--- src/rtl/qflow_pkg.sv ---
package qflow_pkg;

  typedef enum logic [1:0] {
    STEP_NONE = 2'd0,
    STEP_FWD  = 2'd1,
    STEP_REV  = 2'd2,
    STEP_BAD  = 2'd3
  } step_e;

  // Successor of a Gray state in the forward direction: 00 -> 01 -> 11 -> 10 -> 00
  function automatic logic [1:0] gray_fwd_next(input logic [1:0] s);
    case (s)
      2'b00:   gray_fwd_next = 2'b01;
      2'b01:   gray_fwd_next = 2'b11;
      2'b11:   gray_fwd_next = 2'b10;
      default: gray_fwd_next = 2'b00;
    endcase
  endfunction

  function automatic step_e classify_step(input logic [1:0] prev, input logic [1:0] cur);
    if (prev == cur)                       classify_step = STEP_NONE;
    else if ((prev ^ cur) == 2'b11)        classify_step = STEP_BAD;
    else if (gray_fwd_next(prev) == cur)   classify_step = STEP_FWD;
    else                                   classify_step = STEP_REV;
  endfunction

  // Increment that sticks at the all-ones value
  function automatic logic [31:0] sat_inc(input logic [31:0] v, input logic [31:0] maxv);
    sat_inc = (v >= maxv) ? maxv : v + 32'd1;
  endfunction

endpackage

--- src/rtl/qflow_deglitch.sv ---
module qflow_deglitch #(
  parameter int FILT_LEN = 2
) (
  input  logic clk,
  input  logic rst_n,
  input  logic din,
  output logic dout
);
  localparam int CW = $clog2(FILT_LEN + 1);
  localparam logic [CW-1:0] LAST = CW'(FILT_LEN - 1);

  logic          sync1, sync2;
  logic [CW-1:0] hold_cnt;
  logic          differs;

  assign differs = (sync2 != dout);

  always_ff @(posedge clk or negedge rst_n) begin
    if (!rst_n) begin
      sync1 <= 1'b0;
      sync2 <= 1'b0;
    end else begin
      sync1 <= din;
      sync2 <= sync1;
    end
  end

  always_ff @(posedge clk or negedge rst_n) begin
    if (!rst_n) begin
      hold_cnt <= '0;
      dout     <= 1'b0;
    end else if (!differs) begin
      hold_cnt <= '0;
    end else if (hold_cnt == LAST) begin
      hold_cnt <= '0;
      dout     <= sync2;
    end else begin
      hold_cnt <= hold_cnt + 1'b1;
    end
  end


  filt_hold_chk: assert property (@(posedge clk) disable iff (!rst_n)
    !differs |=> $stable(dout));

endmodule

--- src/rtl/qflow_quad_step.sv ---
module qflow_quad_step
  import qflow_pkg::*;
#(
  parameter int VW = 16
) (
  input  logic                 clk,
  input  logic                 rst_n,
  input  logic                 clr,
  input  logic [1:0]           ab,
  output logic signed [VW-1:0] volume,
  output logic                 dir_rev,
  output logic                 seq_err,
  output logic                 a_rise
);
  logic [1:0] ab_prev;
  step_e      step;
  logic       step_fwd, step_rev, step_bad;

  assign step     = classify_step(ab_prev, ab);
  assign step_fwd = (step == STEP_FWD);
  assign step_rev = (step == STEP_REV);
  assign step_bad = (step == STEP_BAD);
  assign a_rise   = ab[1] & ~ab_prev[1];

  always_ff @(posedge clk or negedge rst_n) begin
    if (!rst_n) ab_prev <= 2'b00;
    else        ab_prev <= ab;
  end

  always_ff @(posedge clk or negedge rst_n) begin
    if (!rst_n) begin
      volume  <= '0;
      seq_err <= 1'b0;
    end else if (clr) begin
      volume  <= '0;
      seq_err <= 1'b0;
    end else begin
      if (step_fwd)      volume <= volume + 1'b1;
      else if (step_rev) volume <= volume - 1'b1;
      if (step_bad)      seq_err <= 1'b1;
    end
  end

  always_ff @(posedge clk or negedge rst_n) begin
    if (!rst_n)        dir_rev <= 1'b0;
    else if (step_fwd) dir_rev <= 1'b0;
    else if (step_rev) dir_rev <= 1'b1;
  end


  fwd_inc_chk: assert property (@(posedge clk) disable iff (!rst_n)
    (step_fwd && !clr) |=> volume == $past(volume) + 1'b1);

  rev_dec_chk: assert property (@(posedge clk) disable iff (!rst_n)
    (step_rev && !clr) |=> volume == $past(volume) - 1'b1);

  bad_hold_chk: assert property (@(posedge clk) disable iff (!rst_n)
    (step_bad && !clr) |=> ($stable(volume) && seq_err));

  dir_fwd_chk: assert property (@(posedge clk) disable iff (!rst_n)
    step_fwd |=> !dir_rev);

  clr_zero_chk: assert property (@(posedge clk) disable iff (!rst_n)
    clr |=> (volume == '0 && !seq_err));

endmodule

--- src/rtl/qflow_period_timer.sv ---
module qflow_period_timer
  import qflow_pkg::*;
#(
  parameter int PW = 16
) (
  input  logic          clk,
  input  logic          rst_n,
  input  logic          a_rise,
  input  logic [PW-1:0] stall_limit,
  output logic [PW-1:0] period,
  output logic          stall
);
  localparam logic [PW-1:0] PMAX = '1;

  logic [PW-1:0] idle_cnt;
  logic          idle_expired;

  assign idle_expired = !a_rise && (idle_cnt >= stall_limit);

  always_ff @(posedge clk or negedge rst_n) begin
    if (!rst_n)         idle_cnt <= '0;
    else if (a_rise)    idle_cnt <= '0;
    else                idle_cnt <= PW'(sat_inc(32'(idle_cnt), 32'(PMAX)));
  end

  always_ff @(posedge clk or negedge rst_n) begin
    if (!rst_n) begin
      period <= PMAX;
      stall  <= 1'b1;
    end else if (a_rise) begin
      stall <= 1'b0;
      if (!stall) period <= PW'(sat_inc(32'(idle_cnt), 32'(PMAX)));
    end else if (idle_expired) begin
      stall  <= 1'b1;
      period <= PMAX;
    end
  end


  stall_max_chk: assert property (@(posedge clk) disable iff (!rst_n)
    stall |-> period == PMAX);

  first_rise_chk: assert property (@(posedge clk) disable iff (!rst_n)
    (a_rise && stall) |=> (!stall && period == PMAX));

  quiet_hold_chk: assert property (@(posedge clk) disable iff (!rst_n)
    (!a_rise && !idle_expired) |=> $stable(period));

endmodule

--- src/rtl/qflow_meter.sv ---
module qflow_meter #(
  parameter int FILT_LEN = 2,
  parameter int VW       = 16,
  parameter int PW       = 16
) (
  input  logic                 clk,
  input  logic                 rst_n,
  input  logic                 clr,
  input  logic                 sens_a,
  input  logic                 sens_b,
  input  logic [PW-1:0]        stall_limit,
  output logic signed [VW-1:0] volume,
  output logic                 dir_rev,
  output logic                 seq_err,
  output logic [PW-1:0]        period,
  output logic                 stall
);
  localparam int NCH = 2;

  logic [NCH-1:0] raw_in;
  logic [NCH-1:0] clean;
  logic           a_rise;

  assign raw_in = {sens_a, sens_b};

  for (genvar ch = 0; ch < NCH; ch++) begin : g_chan
    qflow_deglitch #(.FILT_LEN(FILT_LEN)) u_flt (
      .clk  (clk),
      .rst_n(rst_n),
      .din  (raw_in[ch]),
      .dout (clean[ch])
    );
  end

  qflow_quad_step #(.VW(VW)) u_step (
    .clk    (clk),
    .rst_n  (rst_n),
    .clr    (clr),
    .ab     (clean),
    .volume (volume),
    .dir_rev(dir_rev),
    .seq_err(seq_err),
    .a_rise (a_rise)
  );

  qflow_period_timer #(.PW(PW)) u_tmr (
    .clk        (clk),
    .rst_n      (rst_n),
    .a_rise     (a_rise),
    .stall_limit(stall_limit),
    .period     (period),
    .stall      (stall)
  );


  clr_keeps_period_chk: assert property (@(posedge clk) disable iff (!rst_n)
    (clr && !a_rise && !stall && (period != '1)) |=> $stable(period));

endmodule

--- config.mk ---
export PLATFORM = sky130hd
export DESIGN_NAME = qflow_meter
export DESIGN_NICKNAME = d
export VERILOG_FILES = /design/src/rtl/qflow_pkg.sv /design/src/rtl/qflow_deglitch.sv /design/src/rtl/qflow_quad_step.sv /design/src/rtl/qflow_period_timer.sv /design/src/rtl/qflow_meter.sv
export SDC_FILE = /design/constraint.sdc
export NUM_CORES = 1
export LEC_CHECK = 0
export BUFFER_PORTS_ARGS = -buffer_cell sky130_fd_sc_hd__buf_2
export CORE_ASPECT_RATIO = 1.2
export CORE_MARGIN = 3
export CORE_UTILIZATION = 50
export CTS_CLUSTER_DIAMETER = 200
export DETAILED_ROUTE_END_ITERATION = 7
export PLACE_DENSITY = 0.71
export SLEW_MARGIN = 40
export SYNTH_ARGS = -nofsm -noshare
export SYNTH_HDL_FRONTEND = slang
export SYNTH_HIERARCHICAL = 1
export SYNTH_SLANG_ARGS = --single-unit
--- constraint.sdc ---
create_clock -name clk -period 4.7 [get_ports clk]
set_input_delay 0.94 -clock clk [delete_from_list [all_inputs] [get_ports clk]]
set_output_delay 0.94 -clock clk [all_outputs]
set_load 0.05 [all_outputs]
==> results.toml, run 1 <==
[setup_path]
crit_top_cell = "ha_1"
worstSetupPathType = "reg -> reg"
rrSetupSlack_ns = 0.66
slowest_stage = "dfrtp_1"
max_stage_delay_ns = 0.52
crit_arrival_ns = 4.31
crit_chain = "ha_2, and3_1, o21ai_0, nand3_1, ha_1, inv_1, ha_1, a21o_1, o21bai_4, a311o_1, or4_1, nand4_1"
rr_startpoint = "g_chan[1].u_flt/dout"
cp-end-kind = "register"
cp.required_ns = 4.98
start_kind = "register"
critPathMaxFanout = 18
reg2reg_depth = 12
r2r_end = "u_step/volume[15]"

[synth]
synthCells = 437
avgSynthCellArea_um2 = 9.34
async_reset_ff_share_pct = 100
ys_ff_latch = 63
synth_common_cells = "46 x dfrtp_1, 44 x nand2_1, 42 x nor2_1"
syn_area_mm2 = 0.00408
ys.flop_type = "dfrtp_1"
yosysSeqAreaShare_pct = 39.1
synth-edff-count = 0
synthTopCellsByArea = "dfrtp_1 28%, ha_1 11%, dfstp_2 11%"
yosysTopAreaCell = "dfrtp_1"
synth_warnings = 6
syn_nets = 495
synth_top_area_share_pct = 28.2
yosysUniqueCellTypes = 65
yosysMostFrequentCell = "dfrtp_1"

[floorplanning]
core_mm2 = 0.00779
dieHeight_um = 105
num_io_pins = 56
start_util_pct = 52.4
rows = 35
dieArea_mm2 = 0.00929
die-width_um = 88.5

[routing]
routed_wl_um = 9360
drtPass1Iterations = 4
vias = 3434
route.detailed.drc = 0
wl_per_cell_um = 16.0
drt_iter0_drc = 207
routed_via_density = 5.86
ant_nets = 0

[finish]
area_growth_pct = 14.2
fin_util_pct = 59.8
drive_gt1_share_pct = 21.3
antennaDiodeCount = 0
stdcell_count = 586
final_nets = 547

[global_routing]
grt_pass1_wl_um = 16100
grt_pass1_vias = 3430
grt_max_degree = 64
antenna_found_initial = 0
grt-ovfl-total = 0
track_usage_pct = 22.0

[timing]
period_share_pct = 85.9
worst_slew_pin_slew_ns = 0.831
slew_headroom_pct = 44.6
grt_setup_unrepaired = "no"
fin_worst_skew_ns = 0.00914
period_minus_slack_ns = 4.04
finalSetupTns_ns = 0
holdWs_ns = 0.352
fmax_mhz = 248
setup_violations = 0
hold_violations = 0
slew_viol_final = 0

[status]
status = "finished, final reports clean"

[clock_tree]
numCtsBuffers = 9
cts_tree = "done"
cts.sinks = 63
clk_path_buf_depth = 2
root_buffer = "clkbuf_8"
clk_latency_ns = 0.35
worst_setup_hold_path_clk_slew_ns = 0.07
htreeDepth = 3
cts_setup_buffers = 0
ctsHoldBuffers = 0
cts_resized = 0

[job]
maxCapViolCount = 0

[place]
hpwl_um = 6870
portBuffers = 55
post-place-cells = 570
place_congestion = 0.879

[hold_path]
min_to = "g_chan[0].u_flt/sync2"
holdPathStages = 0
hold_start = "g_chan[0].u_flt/sync1"
hp-class = "reg -> reg"
logic make-up (layout without fill, tap and decap cells):
family | Yosys count | in the layout | share of synthesized area, %
buffers and inverters | 45 | 102 | 4.81
adders and majority gates | 37 | 37 | 11.5
xor gates and xnor gates | 21 | 21 | 4.51
muxes | 6 | 6 | 1.72
DFF | 63 | 63 | 39.1
and+or+nand+nor | 148 | 148 | 17.8
AOI/OAI and AO/OA | 117 | 117 | 20.5
critical path, delay by kind of cell, from the launching register on:
kind / cells / cell delay [ns]
fa+ha+maj: 3 / 1.09
compound gates: 4 / 0.93
simple gates: 4 / 0.91
flops: 1 / 0.52
buf+inv: 1 / 0.51
placed cells by master, fill, tap and decap left out, types with 6 or more instances in the layout:
master	instances
inv_1	30
o21ai_0	22
clkbuf_8	9
nand2_1	44
nor2_1	42
dfstp_2	17
nand4_1	7
a31oi_1	10
a21oi_1	29
nand3_1	14
o21a_1	6
xor2_1	8
buf_2	55
o22a_1	6
ha_1	35
dfrtp_1	46
nor3_1	6
xnor2_1	13
how the worst max path moves through the flow:
stage                               startpoint  depth (start not counted)                 to  slack (ns)
after global placement    g_chan[1].u_flt/dout                         12  u_step/volume[15]        0.79
final                     g_chan[1].u_flt/dout                         12  u_step/volume[15]        0.66
after detailed placement  g_chan[1].u_flt/dout                         12  u_step/volume[15]        0.66
after CTS                 g_chan[1].u_flt/dout                         12  u_step/volume[15]        0.64
after floorplan           g_chan[1].u_flt/dout                         13  u_step/volume[15]        1.07
after global routing      g_chan[1].u_flt/dout                         12  u_step/volume[15]        0.42
per-layer routing:
metal  routed length, um  GRT usage, %  up-vias
li1                    -             -     1689
met1                3990          27.7     1630
met2                4820          37.3      104
met3                 406          3.47       11
met4                 136          8.42        0
met5                   0             0        -
layout make-up:
| class | count | area, um2 |
|---|---|---|
| Timing Repair Buffer | 56 | 287 |
| Inverter | 30 | 113 |
| Sequential cell | 63 | 1600 |
| Tap cell | 92 | 115 |
| Multi-Input combinational cell | 329 | 2300 |
| Clock buffer | 9 | 124 |
| Clock inverter | 7 | 125 |
| Fill cell | 734 | 3130 |
through the flow:
stage	worst slack, ns	cell area [um2]
floorplan	1.07	4080
global placement	0.791	4400
detailed placement	0.663	4410
CTS	0.645	4660
global route	0.416	4660
finish	0.664	4660
sequential cells by signal (all words and copies together) (netlist names):
signal and flops:
u_step/ab_prev 2, u_tmr/period 16, u_tmr/stall 1, u_step/dir_rev 1, g_chan.u_flt/dout 2, g_chan.u_flt/sync2 2, u_step/volume 16, g_chan.u_flt/hold_cnt 4
u_step/seq_err 1, g_chan.u_flt/sync1 2, u_tmr/idle_cnt 16
Power of run 1 is left out: the tool's default activity adds up to more than one toggle a clock period on the data nets, which glitch-free logic cannot reach.
==> inputs of run 2 (changes only) <==
--- a/config.mk
+++ b/config.mk
@@ -9,6 +9,7 @@
 export CORE_ASPECT_RATIO = 1.2
 export CORE_MARGIN = 3
 export CORE_UTILIZATION = 50
+export CTS_BUF_LIST = sky130_fd_sc_hd__clkbuf_4
 export CTS_CLUSTER_DIAMETER = 200
 export DETAILED_ROUTE_END_ITERATION = 7
 export PLACE_DENSITY = 0.71
==> run 2 against run 1 <==
  * Register-to-register slack lost 0.08 ns
  * Critical path depth is the same
  * Clock-buffer cell count is the same
  * Critical endpoint unchanged
  * Die area is the same
  * Final area shrank 1.2%
  * Highest routed layer unchanged
  * Non-clock buffer count is the same
  * Largest cell class unchanged
  * Global-route usage is essentially flat
  * Sequential share of layout area grew 0.42 points
==> results.toml, run 2 (synthesis results as in run 1) <==
[status]
status = "finished, final reports clean"

[floorplanning]
dieArea_mm2 = 0.00929
start_util_pct = 52.4
num_io_pins = 56
rows = 35
core_mm2 = 0.00779
die-width_um = 88.5
dieHeight_um = 105

[routing]
routed_wl_um = 9470
wl_per_cell_um = 16.2
routed_via_density = 5.85
drt_iter0_drc = 186
route.detailed.drc = 0
ant_nets = 0
vias = 3430
drtPass1Iterations = 5

[finish]
final_cell_mix = "55 x buf_2, 46 x dfrtp_1, 44 x nand2_1, 42 x nor2_1, 35 x ha_1"
antennaDiodeCount = 0
area_growth_pct = 12.8
final_nets = 547
top_regs = "u_step/volume x16, u_tmr/idle_cnt x16, u_tmr/period x16"
drive_gt1_share_pct = 21.3
layout_commonest_cell = "buf_2"
final_area_mm2 = 0.00461

[place]
portBuffers = 55
placed_cell_area_mm2 = 0.00441
place_congestion = 0.879
hpwl_um = 6870

[global_routing]
grt_pass1_wl_um = 16200
grt_max_degree = 64
grt.busiest_layer = "met2"
grt-ovfl-total = 0
antenna_found_initial = 0
track_usage_pct = 22.0
use_met2_pct = 37.4
grt_pass1_vias = 3450
met1_usage_pct = 28.2
grt_util_met3_pct = 3.39

[setup_path]
crit_top_cell = "ha_1"
crit_arrival_ns = 4.46
critPathMaxFanout = 18
max_stage_delay_ns = 0.53
crit_buf_inv = 1
worstSetupPathType = "reg -> reg"
cp_top_family = "adder cells"
cp.required_ns = 5.05
cp-end-kind = "register"
crit_chain = "ha_2, nor3_1, o21ai_0, o221ai_1, ha_1, inv_1, ha_1, a21o_1, o21bai_4, a311o_1, or4_1, nand4_1"
start_kind = "register"
slowest_stage = "inv_1"

[timing]
fmax_mhz = 243
slew_headroom_pct = 45.4
period_minus_slack_ns = 4.12
slew_viol_final = 0
period_share_pct = 87.7
finalSetupTns_ns = 0
hold_violations = 0
grt_setup_unrepaired = "no"
worst_slew_pin_slew_ns = 0.818
setup_violations = 0
fin_worst_skew_ns = 0.0197

[clock_tree]
htreeDepth = 3
clk_latency_ns = 0.42
ctsHoldBuffers = 0
cts_resized = 0
cts.sinks = 63
root_buffer = "clkbuf_4"
cts_setup_buffers = 0
cts_tree = "done"
worst_setup_hold_path_clk_slew_ns = 0.12
clk_path_buf_depth = 2
numCtsBuffers = 9

[job]
maxCapViolCount = 0

[hold_path]
hp-class = "reg -> reg"
run 2: cell types whose count changed in the layout (fill, tap and decap cells not counted):
| cell | before | now |
|---|---|---|
| clkbuf_8 | 9 | 0 |
| clkbuf_4 | 0 | 9 |
run 2: worst paths after layout:
check | slack (ns) | cells after the start | to | from
hold / removal | 0.36 | 0 | g_chan[0].u_flt/sync2 | g_chan[0].u_flt/sync1
setup / recovery | 0.58 | 12 | u_step/volume[15] | g_chan[1].u_flt/dout
min in group asynchronous | 0.57 | 2 | u_step/volume[10] | rst_n
max in group asynchronous | 3.71 | 2 | u_step/volume[14] | rst_n
hold reg to reg | 0.36 | 0 | g_chan[0].u_flt/sync2 | g_chan[0].u_flt/sync1
setup reg to reg | 0.58 | 12 | u_step/volume[15] | g_chan[1].u_flt/dout
run 2: final cells by class:
cell class                 count  area [um2]
multi-input combinational    329        2300
tap                           92         115
fill                         737        3190
clock inverter                 7         125
sequential                    63        1600
clock buffer                   9        67.6
inverter                      30         113
timing repair buffer          56         287
run 2: routing by layer:
metal | vias up | part of all wire, %
li1 | 1684 | -
met1 | 1645 | 43
met4 | 0 | 1.2
met2 | 91 | 51
met3 | 10 | 4.2
met5 | - | 0
run 2: per-stage QoR:
stage | hold slack, ns | worst slack, ns | std cells | util [%]
floorplan | 0.331 | 1.07 | 437 | -
global placement | 0.332 | 0.791 | 570 | 56.5
detailed placement | 0.336 | 0.663 | 570 | 56.5
CTS | 0.365 | 0.608 | 586 | 59.0
global route | 0.381 | 0.331 | 586 | 59.1
finish | 0.362 | 0.580 | 586 | 59.1
Power of run 2 is left out for the same reason.
